===== src/rtl/fcg_pkg.sv =====
package fcg_pkg;

  localparam int CODE_W     = 4;
  localparam int RATIO_W    = 11;
  localparam int NUM_CODES  = 9;
  localparam int RATIO_SPAN = 5;

  typedef enum logic [1:0] {
    SPD_SINGLE = 2'd0,
    SPD_DOUBLE = 2'd1,
    SPD_QUAD   = 2'd2,
    SPD_RSVD   = 2'd3
  } speed_e;

  typedef struct packed {
    speed_e              speed;
    logic [CODE_W-1:0]   code;
  } fmt_t;

  localparam fmt_t FMT_DEFAULT = '{speed: SPD_SINGLE, code: 4'd4};

  // Master cycles per frame: even codes are 64 times a power of two,
  // odd codes are 96 times a power of two.
  function automatic logic [RATIO_W-1:0] ratio_of(logic [CODE_W-1:0] code);
    logic [RATIO_W-1:0] base;
    if (code >= CODE_W'(NUM_CODES)) return '0;
    base = code[0] ? RATIO_W'(96) : RATIO_W'(64);
    return base << code[CODE_W-1:1];
  endfunction

  // Smallest code accepted by each speed mode; five codes are legal from it.
  function automatic logic [CODE_W-1:0] lowest_code(speed_e s);
    case (s)
      SPD_SINGLE: return CODE_W'(4);
      SPD_DOUBLE: return CODE_W'(2);
      default:    return CODE_W'(0);
    endcase
  endfunction

  function automatic logic fmt_legal(fmt_t f);
    logic [CODE_W-1:0] lo;
    if (f.speed == SPD_RSVD) return 1'b0;
    lo = lowest_code(f.speed);
    return (f.code >= lo) && (f.code <= lo + CODE_W'(RATIO_SPAN - 1));
  endfunction

  // Master cycles per bit clock period.
  function automatic logic [RATIO_W-1:0] bit_period(fmt_t f, int unsigned log2_bits);
    logic [RATIO_W-1:0] r;
    r = ratio_of(f.code);
    return r >> log2_bits;
  endfunction

  // First phase index at which the bit clock is high (low part is the longer one).
  function automatic logic [RATIO_W-1:0] high_from(logic [RATIO_W-1:0] period);
    return (period + RATIO_W'(1)) >> 1;
  endfunction

endpackage


===== src/rtl/fcg_cfg_regs.sv =====
module fcg_cfg_regs
  import fcg_pkg::*;
(
  input  logic clk,
  input  logic rst_n,
  input  logic pdn_we,
  input  logic pdn_wdata,
  input  logic fmt_we,
  input  fmt_t fmt_wdata,
  input  logic load_act,
  output logic pdn_q,
  output fmt_t act_q
);

  fmt_t prog_q;
  fmt_t fmt_next;

  // The value the programmed copy holds after this edge; the active copy
  // takes it directly so a write in the same cycle as a load is not lost.
  always_comb fmt_next = fmt_we ? fmt_wdata : prog_q;

  always_ff @(posedge clk or negedge rst_n) begin
    if (!rst_n) begin
      pdn_q  <= 1'b1;
      prog_q <= FMT_DEFAULT;
      act_q  <= FMT_DEFAULT;
    end else begin
      if (pdn_we) pdn_q <= pdn_wdata;
      prog_q <= fmt_next;
      if (load_act) act_q <= fmt_next;
    end
  end

endmodule


===== src/rtl/fcg_bit_phase.sv =====
module fcg_bit_phase
  import fcg_pkg::*;
(
  input  logic               clk,
  input  logic               rst_n,
  input  logic               run,
  input  logic [RATIO_W-1:0] period,
  output logic [RATIO_W-1:0] phase_q,
  output logic               phase_wrap,
  output logic               bclk
);

  logic [RATIO_W-1:0] hi_start;

  always_comb begin
    hi_start   = high_from(period);
    phase_wrap = run && (phase_q == period - RATIO_W'(1));
    bclk       = run && (phase_q >= hi_start);
  end

  always_ff @(posedge clk or negedge rst_n) begin
    if (!rst_n)                   phase_q <= '0;
    else if (!run || phase_wrap)  phase_q <= '0;
    else                          phase_q <= phase_q + RATIO_W'(1);
  end

endmodule


===== src/rtl/fcg_frame_pos.sv =====
module fcg_frame_pos #(
  parameter int BITS_PER_FRAME = 32
) (
  input  logic clk,
  input  logic rst_n,
  input  logic run,
  input  logic phase_wrap,
  output logic [$clog2(BITS_PER_FRAME)-1:0] bit_q,
  output logic frame_end,
  output logic frame_clk
);

  localparam int BIT_W = $clog2(BITS_PER_FRAME);
  localparam int HALF  = BITS_PER_FRAME / 2;

  always_comb begin
    frame_end = phase_wrap && (bit_q == BIT_W'(BITS_PER_FRAME - 1));
    frame_clk = run && (bit_q >= BIT_W'(HALF));
  end

  always_ff @(posedge clk or negedge rst_n) begin
    if (!rst_n)          bit_q <= '0;
    else if (!run)       bit_q <= '0;
    else if (frame_end)  bit_q <= '0;
    else if (phase_wrap) bit_q <= bit_q + BIT_W'(1);
  end

endmodule


===== src/rtl/fs_clock_gen.sv =====
module fs_clock_gen
  import fcg_pkg::*;
#(
  parameter int BITS_PER_FRAME = 32
) (
  input  logic       mclk,
  input  logic       rst_n,
  input  logic       pdn_we,
  input  logic       pdn_wdata,
  input  logic       fmt_we,
  input  logic [1:0] speed_wdata,
  input  logic [3:0] ratio_wdata,
  output logic       bclk_o,
  output logic       frame_clk_o,
  output logic       cfg_err_o
);

  localparam int LOG2_BITS = $clog2(BITS_PER_FRAME);

  // Named internal events, observed by the bound checker.
  fmt_t               wr_fmt;
  fmt_t               act_fmt;
  logic               pdn_q;
  logic               cfg_err;
  logic               run;
  logic               load_act;
  logic               phase_wrap;
  logic               frame_end;
  logic [RATIO_W-1:0] period;
  logic [RATIO_W-1:0] phase_q;
  logic [LOG2_BITS-1:0] bit_q;
  logic               bclk;
  logic               frame_clk;

  always_comb begin
    wr_fmt.speed = speed_e'(speed_wdata);
    wr_fmt.code  = ratio_wdata;
    cfg_err      = !fmt_legal(act_fmt);
    run          = !pdn_q && !cfg_err;
    load_act     = !run || frame_end;
    period       = bit_period(act_fmt, LOG2_BITS);
  end

  fcg_cfg_regs u_cfg (
    .clk       (mclk),
    .rst_n     (rst_n),
    .pdn_we    (pdn_we),
    .pdn_wdata (pdn_wdata),
    .fmt_we    (fmt_we),
    .fmt_wdata (wr_fmt),
    .load_act  (load_act),
    .pdn_q     (pdn_q),
    .act_q     (act_fmt)
  );

  fcg_bit_phase u_phase (
    .clk        (mclk),
    .rst_n      (rst_n),
    .run        (run),
    .period     (period),
    .phase_q    (phase_q),
    .phase_wrap (phase_wrap),
    .bclk       (bclk)
  );

  fcg_frame_pos #(.BITS_PER_FRAME(BITS_PER_FRAME)) u_frame (
    .clk        (mclk),
    .rst_n      (rst_n),
    .run        (run),
    .phase_wrap (phase_wrap),
    .bit_q      (bit_q),
    .frame_end  (frame_end),
    .frame_clk  (frame_clk)
  );

  assign bclk_o      = bclk;
  assign frame_clk_o = frame_clk;
  assign cfg_err_o   = cfg_err;

endmodule


===== config.mk =====
export PLATFORM = sky130hd
export DESIGN_NAME = fs_clock_gen
export DESIGN_NICKNAME = d
export VERILOG_FILES = /design/src/rtl/fcg_pkg.sv /design/src/rtl/fcg_cfg_regs.sv /design/src/rtl/fcg_bit_phase.sv /design/src/rtl/fcg_frame_pos.sv /design/src/rtl/fs_clock_gen.sv
export SDC_FILE = /design/constraint.sdc
export NUM_CORES = 1
export LEC_CHECK = 0
export BUFFER_PORTS_ARGS = -buffer_cell sky130_fd_sc_hd__buf_2
export CAP_MARGIN = 30
export CORE_MARGIN = 2
export CORE_UTILIZATION = 25
export CTS_CLUSTER_DIAMETER = 30
export DETAILED_ROUTE_END_ITERATION = 8
export GPL_TIMING_DRIVEN = 0
export HOLD_SLACK_MARGIN = 0.15
export REMOVE_ABC_BUFFERS = 1
export SLEW_MARGIN = 10
export SYNTH_ARGS = -nofsm -noshare
export SYNTH_HDL_FRONTEND = slang
export SYNTH_SLANG_ARGS = --single-unit

===== constraint.sdc =====
create_clock -name mclk -period 7.21 [get_ports mclk]
set_input_delay 0.3605 -clock mclk [delete_from_list [all_inputs] [get_ports mclk]]
set_output_delay 0.3605 -clock mclk [all_outputs]
set_load 0.03 [all_outputs]

==> results by group <==
Status
  • Result of the run: finished, final reports clean

Die
  • Cell row count: 31
  • Core box area: roughly 7300 sq um
  • Effective utilization at floorplan: between 20% and 30%
  • I/O Pins: 14
  • Chip Width: between 90 and 100 um
  • Total die area: ~8400 sq um
  • Die extent in y: between 90 and 100 um

Final layout
  • Fraction of final layout cells sized beyond drive strength 1: 23.5%
  • Most common cell after layout, fill and taps aside: sky130_fd_sc_hd__dfrtp_1
  • Area growth from synthesis to layout: 14.0%
  • Most frequent cells in the layout: 26 x sky130_fd_sc_hd__dfrtp_1, 15 x sky130_fd_sc_hd__nor2_1, 15 x sky130_fd_sc_hd__ha_1
  • Count of inserted antenna diode cells: 0
  • Final net count: roughly 230

STA
  • Fin crit share: between 40% and 50%
  • Slew @ Worst Pin: 0.663 ns
  • RSZ-0062 raised after global routing: no
  • Remaining max-slew budget at the tightest pin: a little under three fifths
  • Number of endpoints failing setup at the final stage: 0
  • Setup Total Neg Slack: 0 ns
  • Worst Clk Skew: 0.00816 ns
  • Post-route minimum period: roughly 3.3 ns
  • Max Freq: 303 MHz
  • Max-slew violation count: 0
  • Hold Violations, Final: 0

Synthesis
  • Distinct cells, synth: around 50
  • Compound-Gate Fraction of Synth Area: 8.03%
  • Share of synthesized area occupied by flip-flops and latches: between 30% and 40%
  • Dominant combinational cell family by area after synthesis: simple AND/OR/NAND/NOR gates
  • Warning count from the yosys run: 0
  • Number of synthesized flops with an enable pin: 0
  • Post-synthesis simple-gate area fraction: between 20% and 30%
  • Proportion of synthesized area in mux cells: 9.86%
  • Number of standard cells after synthesis: between 150 and 200
  • Post-synthesis instance area: between 1500 and 2000 sq um
  • Share of async-settable or async-resettable flops after synthesis: 100%
  • Yosys reg bits: 29
  • Mean instance size in the synthesized netlist: between 10 and 15 sq um
  • Share of synthesized cell area in full adder, half adder and majority cells: under 10%
  • Most used flip-flop cell after synthesis: sky130_fd_sc_hd__dfrtp_1
  • Xor/xnor share of the synthesized area: under 10%

Global routing
  • Wire length of the first global-routing pass: 6.01 mm
  • Maximum number of pins on one net before global-route repair: 30
  • Number of antenna violations at the first check in global routing: 0
  • Vias in the first global route: roughly 1300
  • Overall fraction of global-route tracks in use: under 10%
  • Overflow after GRT: 0

Routing
  • Vias/cell: around 4.5
  • DRC violation total after the first TritonRoute iteration: 61
  • Number of DRC violations after detailed routing: 0
  • Number of search-and-repair iterations in the first detailed-routing pass: 4
  • Average wire length per cell after detail routing: 11.6 um
  • Overall via count from detail_route: roughly 1300
  • Aggregate routed wire length: between 3 and 4 mm
  • Remaining antenna violation count after routing: 0

Setup path
  • Arrival time at the worst endpoint: 2.94 ns
  • Cell type of the slowest stage on the worst timing path: sky130_fd_sc_hd__dfrtp_1
  • Crit-path cells: nor4b_4, inv_1, ha_1, ha_1, nand2b_1, a21oi_1, nor2b_1, o21ai_0, a21oi_1, o31a_1, buf_2
  • Kind of end point of the critical path: primary output
  • Number of buffer and inverter stages on the critical path: 2
  • Highest fanout seen on the critical path: 13
  • Worst setup path class: flop to primary output
  • Delay of the slowest cell on the worst path: ~0.55 ns
  • Kind of launch point of the worst setup path: flop
  • Data required, critical path: 6.85 ns
  • Delay-heaviest family, CP: compound AO/OA/AOI/OAI gates

Placement
  • Placer congestion estimate: 0.757
  • Count of input and output buffers: 13
  • Final HPWL from detailed placement: approximately 2.5 mm

Clock network
  • Clk slew on worst S/H paths: approximately 0.07 ns
  • Total of cells resized after clock tree synthesis: 0
  • Number of clock buffers inserted by TritonCTS: 5
  • Clock buffer depth: 2
  • TritonCTS clock tree: yes
  • Post-CTS Setup Repair Bufs: 0
  • Clock tree sinks: 29
  • Buffer type at the clock tree root: sky130_fd_sc_hd__clkbuf_8
  • CTS H-tree lvls: 2
  • Latest clock arrival within the worst-skew pair: between 0.2 and 0.3 ns

Pwr
  • Total power of the final layout: roughly 0.00077 W
  • Areal power density over the cells: 354 nW/um^2
  • Maximum vdd drop: 143 uV
  • Cell leakage power: about 0.96 nW

Min path
  • Kind of path behind the tightest hold check: input port to flop

Flow run
  • Maximum Capacitance Violations: 0
-- per-layer routing --
layer  vias up  share of wire, %  track usage (%)  wire [um]
met4         0               1.3             2.65         47
met1       649                47             11.8       1640
met2        12                49             14.2       1700
li1        671                 -                -          -
met5         -                 0                0          0
met3         6               2.7             2.24         93
-- synthesized netlist by cell type, types with 2 or more instances --
library cell               count  area [sq um]
sky130_fd_sc_hd__mux2i_1       2          20.0
sky130_fd_sc_hd__nand4_1       3          18.8
sky130_fd_sc_hd__xnor2_1       7          61.3
sky130_fd_sc_hd__dfrtp_1      26           651
sky130_fd_sc_hd__a21oi_1       8          40.0
sky130_fd_sc_hd__mux2_2        7          78.8
sky130_fd_sc_hd__or4b_1        2          20.0
sky130_fd_sc_hd__inv_1         8          30.0
sky130_fd_sc_hd__nand3_1       6          30.0
sky130_fd_sc_hd__and3_1        5          31.3
sky130_fd_sc_hd__mux2_4        6          90.1
sky130_fd_sc_hd__nor2_1       15          56.3
sky130_fd_sc_hd__nand2b_1      4          25.0
sky130_fd_sc_hd__clkbuf_1      3          11.3
sky130_fd_sc_hd__or2_2         2          12.5
sky130_fd_sc_hd__xor2_1        9          78.8
sky130_fd_sc_hd__o21ai_0       5          25.0
sky130_fd_sc_hd__nand2_1      13          48.8
sky130_fd_sc_hd__and2_1        2          12.5
sky130_fd_sc_hd__nand3b_1      2          15.0
sky130_fd_sc_hd__ha_1         15           188
sky130_fd_sc_hd__nor2b_1       4          25.0
sky130_fd_sc_hd__dfstp_2       3          78.8
sky130_fd_sc_hd__buf_2         3          15.0
sky130_fd_sc_hd__a32oi_1       2          17.5
-- metrics by stage --
stage	std cells	setup slack [ns]	hold slack [ns]	instance area (sq um)	utilization, %
after floorplan	178	4.52	0.0649	1870	-
after global placement	290	4.20	0.437	2060	28.1
after detailed placement	290	4.18	0.443	2060	28.1
after CTS	299	3.86	0.302	2190	29.8
after global routing	299	3.69	0.307	2190	29.8
final	299	3.91	0.307	2190	29.8
-- power breakdown --
group | internal (W) | switching [W]
Combinational | 0.000169 | 0.000189
Clock | 0.000103 | 0.0000687
Sequential | 0.000189 | 0.0000546
-- final timing paths --
kind	start	to	slack, ns	cells past startpoint
min in group asynchronous	rst_n	u_cfg.act_q[1]	0.64	2
max in group asynchronous	rst_n	u_frame.bit_q[4]	6.14	2
hold reg to reg	u_cfg.prog_q[0]	u_cfg.prog_q[0]	0.50	1
hold / removal	pdn_wdata	u_cfg.pdn_q	0.31	2
setup reg to reg	u_cfg.act_q[3]	u_cfg.act_q[0]	4.29	9
setup / recovery	u_cfg.act_q[3]	bclk_o	3.91	11
-- kinds of logic after synthesis --
| group | Yosys count |
|---|---|
| xor gates and xnor gates | 16 |
| buffers and inverters | 16 |
| muxes | 15 |
| AOI/OAI and AO/OA | 23 |
| DFF | 29 |
| other | 1 |
| and+or+nand+nor | 71 |
| adders and majority gates | 15 |
-- flip-flops by register name, indices dropped and copies added (netlist names) --
signal           count
u_phase.phase_q     11
u_cfg.act_q          6
u_cfg.prog_q         6
u_frame.bit_q        5
u_cfg.pdn_q          1
-- layout make-up --
type                       count  area [sq um]
fill                         774          5140
multi-input combinational    141          1110
sequential                    29           729
tap                           99           124
timing repair buffer          14          75.1
clock buffer                   5          68.8
clock inverter                 3          46.3
inverter                       8          30.0
-- what timing repair did --
| item | in CTS | in global routing |
|---|---|---|
| setup endpoints to repair | 0 | 0 |
| hold buffers | 1 | 0 |
| hold endpoints to repair | 26 | 0 |
No activity file was read; power rests on OpenSTA's default activity.
